$ cat src/rtl/fracdiv_pkg.sv
`timescale 1ns/1ps
// Shared definitions for the fractional divider.
// Assumes: nothing beyond the constants below.
package fracdiv_pkg;
    // Period generator phases: stopped, priming period, normal running.
    typedef enum logic [1:0] {
        PG_IDLE  = 2'd0,
        PG_PRIME = 2'd1,
        PG_RUN   = 2'd2
    } pg_state_e;

    localparam int unsigned FRAC_MIN_RATIO = 8;
    localparam int unsigned BYP_RATIO_A    = 4;
    localparam int unsigned BYP_RATIO_B    = 6;
endpackage

$ cat src/rtl/fracdiv_cfg_check.sv
`timescale 1ns/1ps
// Configuration legality check.
// Fractional mode needs whole >= 8, den != 0 and num < den; bypass mode
// accepts only whole == 4 or 6. Purely combinational.
module fracdiv_cfg_check
    import fracdiv_pkg::*;
#(
    parameter int unsigned INT_W  = 8,
    parameter int unsigned FRAC_W = 8
) (
    input  logic [INT_W-1:0]  whole_i,
    input  logic [FRAC_W-1:0] num_i,
    input  logic [FRAC_W-1:0] den_i,
    input  logic              bypass_i,
    output logic              bad_o
);
    logic frac_bad;
    logic byp_bad;

    // Fractional-mode limits.
    always_comb begin
        frac_bad = (whole_i < INT_W'(FRAC_MIN_RATIO)) ||
                   (den_i == '0) || (num_i >= den_i);
    end

    // Bypass-mode limits.
    always_comb begin
        byp_bad = !((whole_i == INT_W'(BYP_RATIO_A)) ||
                    (whole_i == INT_W'(BYP_RATIO_B)));
    end

    // Pick the check for the selected mode.
    always_comb begin
        bad_o = bypass_i ? byp_bad : frac_bad;
    end
endmodule

$ cat src/rtl/fracdiv_accum.sv
`timescale 1ns/1ps
// Modulo-den numerator accumulator.
// On step_i it adds num and wraps at den; carry_o selects the upper divisor.
// Assumes num < den and that the caller steps only on legal configurations.
module fracdiv_accum #(
    parameter int unsigned FRAC_W = 8
) (
    input  logic              clk_i,
    input  logic              rst_ni,
    input  logic              clr_i,
    input  logic              step_i,
    input  logic [FRAC_W-1:0] num_i,
    input  logic [FRAC_W-1:0] den_i,
    output logic              carry_o,
    output logic [FRAC_W-1:0] res_next_o
);
    localparam int unsigned SUM_W = FRAC_W + 1;

    logic [FRAC_W-1:0] acc_q;
    logic [SUM_W-1:0]  sum;
    logic [SUM_W-1:0]  wrapped;

    // Candidate next residue and wrap decision.
    always_comb begin
        sum        = {1'b0, acc_q} + {1'b0, num_i};
        wrapped    = sum - {1'b0, den_i};
        carry_o    = (sum >= {1'b0, den_i});
        res_next_o = carry_o ? wrapped[FRAC_W-1:0] : sum[FRAC_W-1:0];
    end

    // Residue register: cleared on reset or stop, updated per period.
    always_ff @(posedge clk_i) begin
        if (!rst_ni || clr_i) begin
            acc_q <= '0;
        end else if (step_i) begin
            acc_q <= res_next_o;
        end
    end

    // a step from an in-range residue keeps the residue below den.
    p_acc_wrap_r1: assert property (@(posedge clk_i) disable iff (!rst_ni)
        (step_i && !clr_i && (acc_q < den_i) && (num_i < den_i))
            |=> (acc_q < $past(den_i)));
endmodule

$ cat src/rtl/fracdiv_phase_scale.sv
`timescale 1ns/1ps
// Residue-to-phase conversion: floor(res * 2^PHASE_W / den).
// Assumes res < den, so the quotient fits in PHASE_W bits. den == 0 yields 0.
module fracdiv_phase_scale #(
    parameter int unsigned FRAC_W  = 8,
    parameter int unsigned PHASE_W = 12
) (
    input  logic [FRAC_W-1:0]  res_i,
    input  logic [FRAC_W-1:0]  den_i,
    output logic [PHASE_W-1:0] phase_o
);
    localparam int unsigned NUM_W = FRAC_W + PHASE_W;

    logic [NUM_W-1:0] dividend;
    logic [NUM_W-1:0] divisor;

    // Scaled residue divided by a guarded denominator.
    always_comb begin
        dividend = {res_i, {PHASE_W{1'b0}}};
        divisor  = (den_i == '0) ? NUM_W'(1) : NUM_W'(den_i);
        phase_o  = (den_i == '0) ? '0 : PHASE_W'(dividend / divisor);
    end
endmodule

$ cat src/rtl/fracdiv_period_gen.sv
`timescale 1ns/1ps
// Period counter and waveform shaper.
// Runs one low priming period of prime_div_i cycles, then periods whose
// length is loaded from next_div_i at each boundary. High time is
// floor(D/2) cycles from the period start. Assumes divisors >= 4.
module fracdiv_period_gen
    import fracdiv_pkg::*;
#(
    parameter int unsigned DIV_W = 9
) (
    input  logic             clk_i,
    input  logic             rst_ni,
    input  logic             start_i,
    input  logic             stop_i,
    input  logic [DIV_W-1:0] prime_div_i,
    input  logic [DIV_W-1:0] next_div_i,
    output logic             wrap_o,
    output logic             clk_o
);
    pg_state_e        state_q;
    logic [DIV_W-1:0] cnt_q;
    logic [DIV_W-1:0] cur_div_q;
    logic             clk_q;
    logic             last;
    logic [DIV_W-1:0] cnt_inc;

    // Period-end detect and boundary strobe.
    always_comb begin
        last    = (cnt_q == cur_div_q - DIV_W'(1));
        cnt_inc = cnt_q + DIV_W'(1);
        wrap_o  = (state_q != PG_IDLE) && last && !stop_i;
    end

    // Sequencer: stop has priority, then start, then count and reload.
    always_ff @(posedge clk_i) begin
        if (!rst_ni || stop_i) begin
            state_q   <= PG_IDLE;
            cnt_q     <= '0;
            cur_div_q <= '0;
            clk_q     <= 1'b0;
        end else begin
            case (state_q)
                PG_IDLE: begin
                    if (start_i) begin
                        state_q   <= PG_PRIME;
                        cnt_q     <= '0;
                        cur_div_q <= prime_div_i;
                        clk_q     <= 1'b0;
                    end
                end
                default: begin
                    if (last) begin
                        state_q   <= PG_RUN;
                        cnt_q     <= '0;
                        cur_div_q <= next_div_i;
                        clk_q     <= 1'b1;
                    end else begin
                        cnt_q <= cnt_inc;
                        clk_q <= (state_q == PG_RUN) && (cnt_inc < (cur_div_q >> 1));
                    end
                end
            endcase
        end
    end

    assign clk_o = clk_q;

    // output edges only begin a running period.
    p_rise_at_start_r8: assert property (@(posedge clk_i) disable iff (!rst_ni)
        $rose(clk_q) |-> (cnt_q == '0) && (state_q == PG_RUN));

    // a stopped generator drives low.
    p_idle_low_r8: assert property (@(posedge clk_i) disable iff (!rst_ni)
        (state_q == PG_IDLE) |-> !clk_q);

    // the period length is fixed until its boundary.
    p_len_kept_r6: assert property (@(posedge clk_i) disable iff (!rst_ni)
        ((state_q != PG_IDLE) && !last && !stop_i) |=> (cur_div_q == $past(cur_div_q)));

    // the high phase never runs past half the period.
    p_high_half_r7: assert property (@(posedge clk_i) disable iff (!rst_ni)
        (clk_q && (state_q == PG_RUN)) |-> (cnt_q < (cur_div_q >> 1)));
endmodule

$ cat src/rtl/fracdiv_top.sv
`timescale 1ns/1ps
// Fractional-N clock divider with a 4/6 integer bypass.
// Divides clk_i by whole + num/den, choosing whole or whole+1 each period,
// and reports a per-period phase-error word and divisor select.
// Assumes the ratio inputs are synchronous to clk_i.
module fracdiv_top #(
    parameter int unsigned INT_W   = 8,
    parameter int unsigned FRAC_W  = 8,
    parameter int unsigned PHASE_W = 12
) (
    input  logic               clk_i,
    input  logic               rst_ni,
    input  logic               en_i,
    input  logic [INT_W-1:0]   whole_i,
    input  logic [FRAC_W-1:0]  num_i,
    input  logic [FRAC_W-1:0]  den_i,
    input  logic               bypass_i,
    output logic               clk_o,
    output logic [PHASE_W-1:0] phase_err_o,
    output logic               div_hi_o,
    output logic               cfg_err_o
);
    localparam int unsigned DIV_W = INT_W + 1;

    logic               bad;
    logic               stop;
    logic               start;
    logic               wrap;
    logic               step;
    logic               carry;
    logic [FRAC_W-1:0]  res_next;
    logic [PHASE_W-1:0] phase_next;
    logic [DIV_W-1:0]   prime_div;
    logic [DIV_W-1:0]   next_div;
    logic               div_hi_q;
    logic [PHASE_W-1:0] phase_q;
    logic               cfg_err_q;

    fracdiv_cfg_check #(.INT_W(INT_W), .FRAC_W(FRAC_W)) u_cfg (
        .whole_i  (whole_i),
        .num_i    (num_i),
        .den_i    (den_i),
        .bypass_i (bypass_i),
        .bad_o    (bad)
    );

    // Run control and divisor selection.
    always_comb begin
        stop      = !en_i || bad;
        start     = en_i && !bad;
        step      = wrap && !bypass_i;
        prime_div = {1'b0, whole_i};
        next_div  = bypass_i ? {1'b0, whole_i}
                             : ({1'b0, whole_i} + DIV_W'(carry));
    end

    fracdiv_accum #(.FRAC_W(FRAC_W)) u_acc (
        .clk_i      (clk_i),
        .rst_ni     (rst_ni),
        .clr_i      (stop),
        .step_i     (step),
        .num_i      (num_i),
        .den_i      (den_i),
        .carry_o    (carry),
        .res_next_o (res_next)
    );

    fracdiv_phase_scale #(.FRAC_W(FRAC_W), .PHASE_W(PHASE_W)) u_phase (
        .res_i   (res_next),
        .den_i   (den_i),
        .phase_o (phase_next)
    );

    fracdiv_period_gen #(.DIV_W(DIV_W)) u_gen (
        .clk_i       (clk_i),
        .rst_ni      (rst_ni),
        .start_i     (start),
        .stop_i      (stop),
        .prime_div_i (prime_div),
        .next_div_i  (next_div),
        .wrap_o      (wrap),
        .clk_o       (clk_o)
    );

    // Per-period status, loaded at each boundary and cleared on stop.
    always_ff @(posedge clk_i) begin
        if (!rst_ni || stop) begin
            div_hi_q <= 1'b0;
            phase_q  <= '0;
        end else if (wrap) begin
            div_hi_q <= step && carry;
            phase_q  <= bypass_i ? '0 : phase_next;
        end
    end

    // Registered configuration-error flag.
    always_ff @(posedge clk_i) begin
        if (!rst_ni) begin
            cfg_err_q <= 1'b0;
        end else begin
            cfg_err_q <= bad;
        end
    end

    assign div_hi_o    = div_hi_q;
    assign phase_err_o = phase_q;
    assign cfg_err_o   = cfg_err_q;

    // an error flag always comes with a low output.
    p_err_low_r3: assert property (@(posedge clk_i) disable iff (!rst_ni)
        cfg_err_o |-> !clk_o);

    // a fractional ratio under the minimum is flagged.
    p_small_ratio_r3: assert property (@(posedge clk_i) disable iff (!rst_ni)
        (!bypass_i && (whole_i < INT_W'(8))) |=> cfg_err_o);

    // bypass periods carry no phase word and no upper-divisor flag.
    p_byp_flat_r4: assert property (@(posedge clk_i) disable iff (!rst_ni)
        (wrap && bypass_i) |=> (!div_hi_o && (phase_err_o == '0)));

    // disabling drives the output low on the next cycle.
    p_disable_low_r9: assert property (@(posedge clk_i) disable iff (!rst_ni)
        !en_i |=> !clk_o);
endmodule

$ cat config.mk
export PLATFORM = sky130hd
export DESIGN_NAME = fracdiv_top
export DESIGN_NICKNAME = d
export VERILOG_FILES = /design/src/rtl/fracdiv_pkg.sv /design/src/rtl/fracdiv_cfg_check.sv /design/src/rtl/fracdiv_accum.sv /design/src/rtl/fracdiv_phase_scale.sv /design/src/rtl/fracdiv_period_gen.sv /design/src/rtl/fracdiv_top.sv
export SDC_FILE = /design/constraint.sdc
export NUM_CORES = 1
export LEC_CHECK = 0
export BUFFER_PORTS_ARGS = -buffer_cell sky130_fd_sc_hd__buf_2
export CAP_MARGIN = 10
export CORE_MARGIN = 2
export CORE_UTILIZATION = 45
export DETAILED_ROUTE_END_ITERATION = 6
export PLACE_DENSITY_LB_ADDON = 0.08
export SLEW_MARGIN = 20
export SYNTH_ARGS = -nofsm -noshare
export SYNTH_HDL_FRONTEND = slang
export SYNTH_HIERARCHICAL = 1
export SYNTH_SLANG_ARGS = --single-unit
$ cat constraint.sdc
create_clock -name clk_i -period 55.3 [get_ports clk_i]
set_input_delay 2.765 -clock clk_i [delete_from_list [all_inputs] [get_ports clk_i]]
set_output_delay 2.765 -clock clk_i [all_outputs]
set_load 0.05 [all_outputs]
==> results_dict.tcl, run 1 <==
set metrics [dict create \
    antenna_cells 0 \
    first_pass_grt_wire_length_mm 65.3 \
    drive_gt1_frac 0.103 \
    synth_fp_nets 1985 \
    netlist_top_cells_count "nor2_1, ha_1, nand2_1, a21oi_1, o21ai_0" \
    crit_path_max_incr_delay_ns 0.68 \
    syn_avg_cell_area_um2 7.19 \
    final_worst_clock_skew_ns 0.00745 \
    cts.clk_slew.worst_paths_ns 0.06 \
    finalSetupViolCount 0 \
    critical_path.endpoint_type "flip-flop" \
    antenna_found_initial 0 \
    row_count 62 \
    rr_endpoint "phase_err_o[0]" \
    cp.arrival_ns 49.30 \
    clock_insertion_delay_worst_skew_ns 0.30 \
    detail_route.first_pass.iterations 6 \
    remaining_drc_errors 0 \
    via_per_inst 6.24 \
    rrSetupSlack_ns 8.45 \
    flow.area_growth_from_synthesis_pct 4.68 \
    vias 13688 \
    grt_setup_unrepaired "no" \
    drv_cap 0 \
    final.hold.worst_slack_ns 0.510 \
    max_root_sink_buffers 2 \
    cts_tree "yes" \
    maximum_number_of_pins_on_one_net_before_global_route_repair 48 \
    die-height_um 174 \
    achievable-frequency_ghz 0.0204 \
    cts_made_buffers 5 \
    die_area_mm2 0.0302 \
    endpoint_of_the_worst_hold_timing_path "u_acc/acc_q[2]" \
    floorplan.die.width_um 174 \
    cts.repair_timing.setup_buffer_count 0 \
    detail-route-antenna-nets 0 \
    yosys.cell_count.top_type "nor2_1" \
    post_layout_nonfiller_instances 2194 \
    synth_top_area_cell "ha_1" \
    yosysUniqueCellTypes 120 \
    synthArstFlopShare 0 \
    detailed_place_hpwl_mm 31.4 \
    synth_area_leaders "ha_1, dfxtp_1, a21oi_1" \
    synthesis.instances 1807 \
    final-hold-violation-count 0 \
    boundaryPins 43 \
    grt_pass1_vias 12695 \
    worst_hold_startpoint "u_acc/acc_q[2]" \
    fillCellCount 2966 \
    worstHoldPathType "flip-flop to flip-flop" \
    design.final.nets 1987 \
    crit-reg2reg-launch "u_acc/acc_q[1]" \
    final.min_clock_period_ns 49.13 \
    critical_path.most_common_cell "o21ai_0" \
    critPathMaxFanout 18 \
    synth_sequential_area_ratio 0.0663 \
    grt_usage 0.257 \
    cpMaxStageDelayCell "and4_1" \
    drt-wirelength-per-cell_um 18.2 \
    crit_path_start_kind "input port" \
    final_design_area_no_fill_mm2 0.0136 \
    core-area_mm2 0.0285 \
    synth-edff-count 0 \
    fin_setup_tns_ns 0 \
    globalRoute.totalOverflow 0 \
    cts_num_sinks 43 \
    reg2reg_depth 197 \
    finalWirelength_mm 39.9 \
    cts-hold-fix-buffers 0 \
    dr.first_iter.drc_count 935 \
    cts.htree.levels 2 \
    detailed_place.area_mm2 0.0135 \
    synth.yosys.warnings 6 \
    timing.final.crit_share 0.888 \
    status "completed" \
    hold_path_depth 2 \
    cts_repair_resize_count 0 \
    max_slew.worst_pin.slew_ns 0.927 \
    worst_slew_margin_rel 0.381 \
    postSynthRegisterBits 43 \
    synth_flop_cell "dfxtp_1" \
    synth_area_mm2 0.0130 \
    crit_type "input port to flip-flop" \
    timing.final.max_slew_violations 0 \
    synth_top_area_share 0.143 \
    clk_root_buffer_cell "clkbuf_16" \
    placement.io_buffers 42 \
    place_congestion 0.871 \
    crit_required_ns 55.47 \
    effective_utilization_at_floorplan 0.455 \
    dpl.cell_count 2186 \
]
## sequential cells by signal, summed over array words and instances (netlist names)
register,flops
u_gen/cnt_q,9
u_gen/cur_div_q,9
u_acc/acc_q,8
u_gen/clk_o,1
cfg_err_o,1
u_gen/state_q,2
phase_err_o,12
div_hi_o,1
## cell families after synthesis
kind of cell / count (synthesis) / share of synthesized area
simple gates: 696 / 0.284
compound gates: 625 / 0.344
fa+ha+maj: 150 / 0.146
buf+inv: 138 / 0.0473
xor+xnor: 109 / 0.0741
mux: 45 / 0.0382
flops: 43 / 0.0663
other cells: 1 / 0.000289
## critical path: cells and delay by family
family                     cells  cell delay (ns)
buffers and inverters          5             0.62
muxes                          6             1.95
AOI/OAI and AO/OA            108            23.52
and+or+nand+nor               56            12.76
adders and majority gates     22             7.39
xor gates and xnor gates       1             0.26
## layout make-up
class,instances,area (um2),share of cell area
multi-input cells,1626,11500,0.847
flip-flops and latches,43,861,0.0633
well taps,384,480,0.0353
inverters,80,300,0.0221
repair buffers,53,293,0.0215
clock buffers,6,129,0.00948
clock inverters,2,12.5,0.000920
## worst max-delay path by stage
| stage | endpoint | start |
|---|---|---|
| global route | phase_err_o[0] | num_i[0] |
| global placement | phase_err_o[0] | num_i[1] |
| detailed placement | phase_err_o[0] | num_i[0] |
| floorplan | phase_err_o[0] | num_i[0] |
| CTS | phase_err_o[0] | num_i[1] |
| finish | phase_err_o[0] | num_i[0] |
## layer usage
layer / routed length (um) / part of all wire / vias to the layer above / track usage
met2: 18700 / 0.47 / 330 / 0.449
li1: - / - / 6876 / -
met3: 1580 / 0.040 / 35 / 0.0204
met1: 19100 / 0.48 / 6447 / 0.347
met4: 571 / 0.014 / 0 / 0.0525
met5: 0 / 0 / - / 0
## placed cells by master (no fill, tap or decap), types with 16 or more instances in the layout
cell and instances:
nand3_1 43, o21a_1 32, a31oi_1 26, o21ai_1 19, and3_1 31, ha_1 148, a21oi_1 136, nor2_1 177
nand2_1 144, or3_1 21, nand2b_1 33, inv_1 76, and2_1 27, o31ai_1 24, buf_2 42, o21ai_0 92
mux2_2 25, a21o_1 65, mux2i_1 16, dfxtp_1 43, nand4_1 35, xnor2_1 68, a211oi_1 35, xor2_1 40
o211ai_1 19, nor2b_1 29, nor3_1 53
## metrics by stage
stage | util | setup slack [ns]
3_3_place_gp | 0.471 | 7.37
4_1_cts | 0.476 | 6.63
5_1_grt | 0.476 | 1.96
6_report | 0.476 | 6.17
3_5_place_dp | 0.471 | 6.54
2_1_floorplan | - | 12.76
Power of run 1 is left out: the tool's default activity adds up to more than one toggle a clock period on the data nets, which glitch-free logic cannot reach.
==> run 2: changes to the inputs <==
==> constraint.sdc (replaced) <==
create_clock -name clk_i -period 60.5 [get_ports clk_i]
set_input_delay 3.025 -clock clk_i [delete_from_list [all_inputs] [get_ports clk_i]]
set_output_delay 3.025 -clock clk_i [all_outputs]
set_load 0.05 [all_outputs]
==> run 2 against run 1 <==
Net effect:
- wire length fell by 0.15%
- clock skew fell by 0.0012 ns
- hold slack got worse by 0.013 ns
- critical path type unchanged
- die area did not move
- largest cell class unchanged
- critical path depth rose by 1
- setup slack improved by 5.0 ns
- via count rose by 0.37%
- sequential share of layout area barely moved
- non-clock buffer count did not move
- clock-buffer cell count fell by 1
- register-to-register slack improved by 5.2 ns
- cell count did not move
==> results_dict.tcl, run 2 (synthesis results as in run 1) <==
set metrics [dict create \
    status "completed" \
    achievable-frequency_ghz 0.0203 \
    drt-wirelength-per-cell_um 18.2 \
    detailed_place_hpwl_mm 31.3 \
    crit-reg2reg-launch "u_acc/acc_q[4]" \
    final-hold-violation-count 0 \
    max_slew.worst_pin.slew_ns 1.06 \
    die-height_um 174 \
    cts_repair_resize_count 0 \
    layout.cells.most_common "nor2_1" \
    rrSetupSlack_ns 13.69 \
    finalWirelength_mm 39.9 \
    flow.area_growth_from_synthesis_pct 4.89 \
    cp.arrival_ns 49.51 \
    crit_type "input port to flip-flop" \
    detail_route.first_pass.iterations 5 \
    final.min_clock_period_ns 49.33 \
    fin_setup_tns_ns 0 \
    drv_cap 0 \
    detail-route-antenna-nets 0 \
    mostFrequentLayoutCells "nor2_1, ha_1, nand2_1" \
    cpMaxStageDelayCell "and4_1" \
    cts_made_buffers 5 \
    via_per_inst 6.26 \
    cts_num_sinks 43 \
    pre_cts_setup_slack_ns 11.32 \
    rr_endpoint "phase_err_o[0]" \
    worstHoldPathType "flip-flop to flip-flop" \
    crit_path_start_kind "input port" \
    critical_path.n_buffers_inverters 5 \
    cts.htree.levels 2 \
    timing.final.max_slew_violations 0 \
    cts_tree "yes" \
    antenna_cells 0 \
    grt_setup_unrepaired "no" \
    floorplan.die.width_um 174 \
    hold_path_depth 2 \
    cts.repair_timing.setup_buffer_count 0 \
    core-area_mm2 0.0285 \
    vias 13739 \
    placement.io_buffers 42 \
    grt_pass1_vias 12790 \
    endpoint_of_the_worst_hold_timing_path "u_acc/acc_q[2]" \
    worst_hold_startpoint "u_acc/acc_q[2]" \
    antenna_found_initial 0 \
    worst_slew_margin_rel 0.293 \
    crit_path_max_incr_delay_ns 0.66 \
    cts-hold-fix-buffers 0 \
    dr.first_iter.drc_count 946 \
    cts.clk_slew.worst_paths_ns 0.07 \
    clock_insertion_delay_worst_skew_ns 0.31 \
    finalSetupViolCount 0 \
    crit_family "compound AO/OA/AOI/OAI gates" \
    largest_register_ff_count 12 \
    critical_path.most_common_cell "o21ai_0" \
    design.final.nets 1987 \
    max_root_sink_buffers 2 \
    clk_root_buffer_cell "clkbuf_16" \
    post-route-worst-setup-slack_ns 11.17 \
    remaining_drc_errors 0 \
    die_area_mm2 0.0302 \
    reg2reg_depth 199 \
    first_pass_grt_wire_length_mm 65.3 \
    grt_usage 0.256 \
    timing.final.crit_share 0.815 \
    critical_path.endpoint_type "flip-flop" \
    crit_required_ns 60.68 \
    drive_gt1_frac 0.103 \
    maximum_number_of_pins_on_one_net_before_global_route_repair 48 \
    effective_utilization_at_floorplan 0.455 \
    row_count 62 \
    critPathMaxFanout 18 \
    final_worst_clock_skew_ns 0.00620 \
    final.hold.worst_slack_ns 0.496 \
    boundaryPins 43 \
    place_congestion 0.892 \
    globalRoute.totalOverflow 0 \
]
-- run 2: cell types whose count changed in the layout (fill, tap and decap cells not counted), sizes merged --
| cell | previous run | this run |
|---|---|---|
| clkbuf | 6 | 5 |
| clkinvlp | 1 | 0 |
| clkinv | 2 | 3 |
| bufinv | 0 | 1 |
-- run 2: worst max-delay path by stage --
stage               startpoint        endpoint  slack, ns  cells past startpoint
finish                num_i[0]  phase_err_o[0]      11.17                    199
detailed placement    num_i[0]  phase_err_o[0]      11.32                    199
CTS                   num_i[0]  phase_err_o[0]      11.45                    199
global route          num_i[1]  phase_err_o[0]       6.85                    201
floorplan             num_i[0]  phase_err_o[0]      17.70                    207
global placement      num_i[0]  phase_err_o[0]      12.23                    198
-- run 2: area by class of cell --
class,count,area [um2]
Timing Repair Buffer,53,293
Fill cell,2982,14900
Multi-Input combinational cell,1626,11500
Inverter,80,300
Tap cell,384,480
Clock inverter,3,43.8
Clock buffer,5,125
Sequential cell,43,861
-- run 2: stage by stage --
stage          instance area (um2)  cells   util
3_5_place_dp                 13500   2186  0.471
6_report                     13600   2194  0.477
2_1_floorplan                13000   1807      -
5_1_grt                      13600   2194  0.477
4_1_cts                      13600   2194  0.477
3_3_place_gp                 13500   2186  0.471
-- run 2: metal layers --
metal / track usage / part of all wire / up-vias
met5: 0 / 0 / -
met4: 0.0651 / 0.018 / 0
met3: 0.0263 / 0.045 / 55
met2: 0.434 / 0.46 / 354
met1: 0.348 / 0.48 / 6467
li1: - / - / 6863
-- run 2: worst reg2reg max path: cells and delay by family (launching register included) --
family | cells | cell delay, ns
compound gates | 103 | 22.36
xor+xnor | 1 | 0.26
fa+ha+maj | 21 | 7.12
buf+inv | 4 | 0.51
flops | 1 | 0.33
mux | 6 | 1.92
simple gates | 64 | 14.26
Power of run 2 is left out for the same reason.
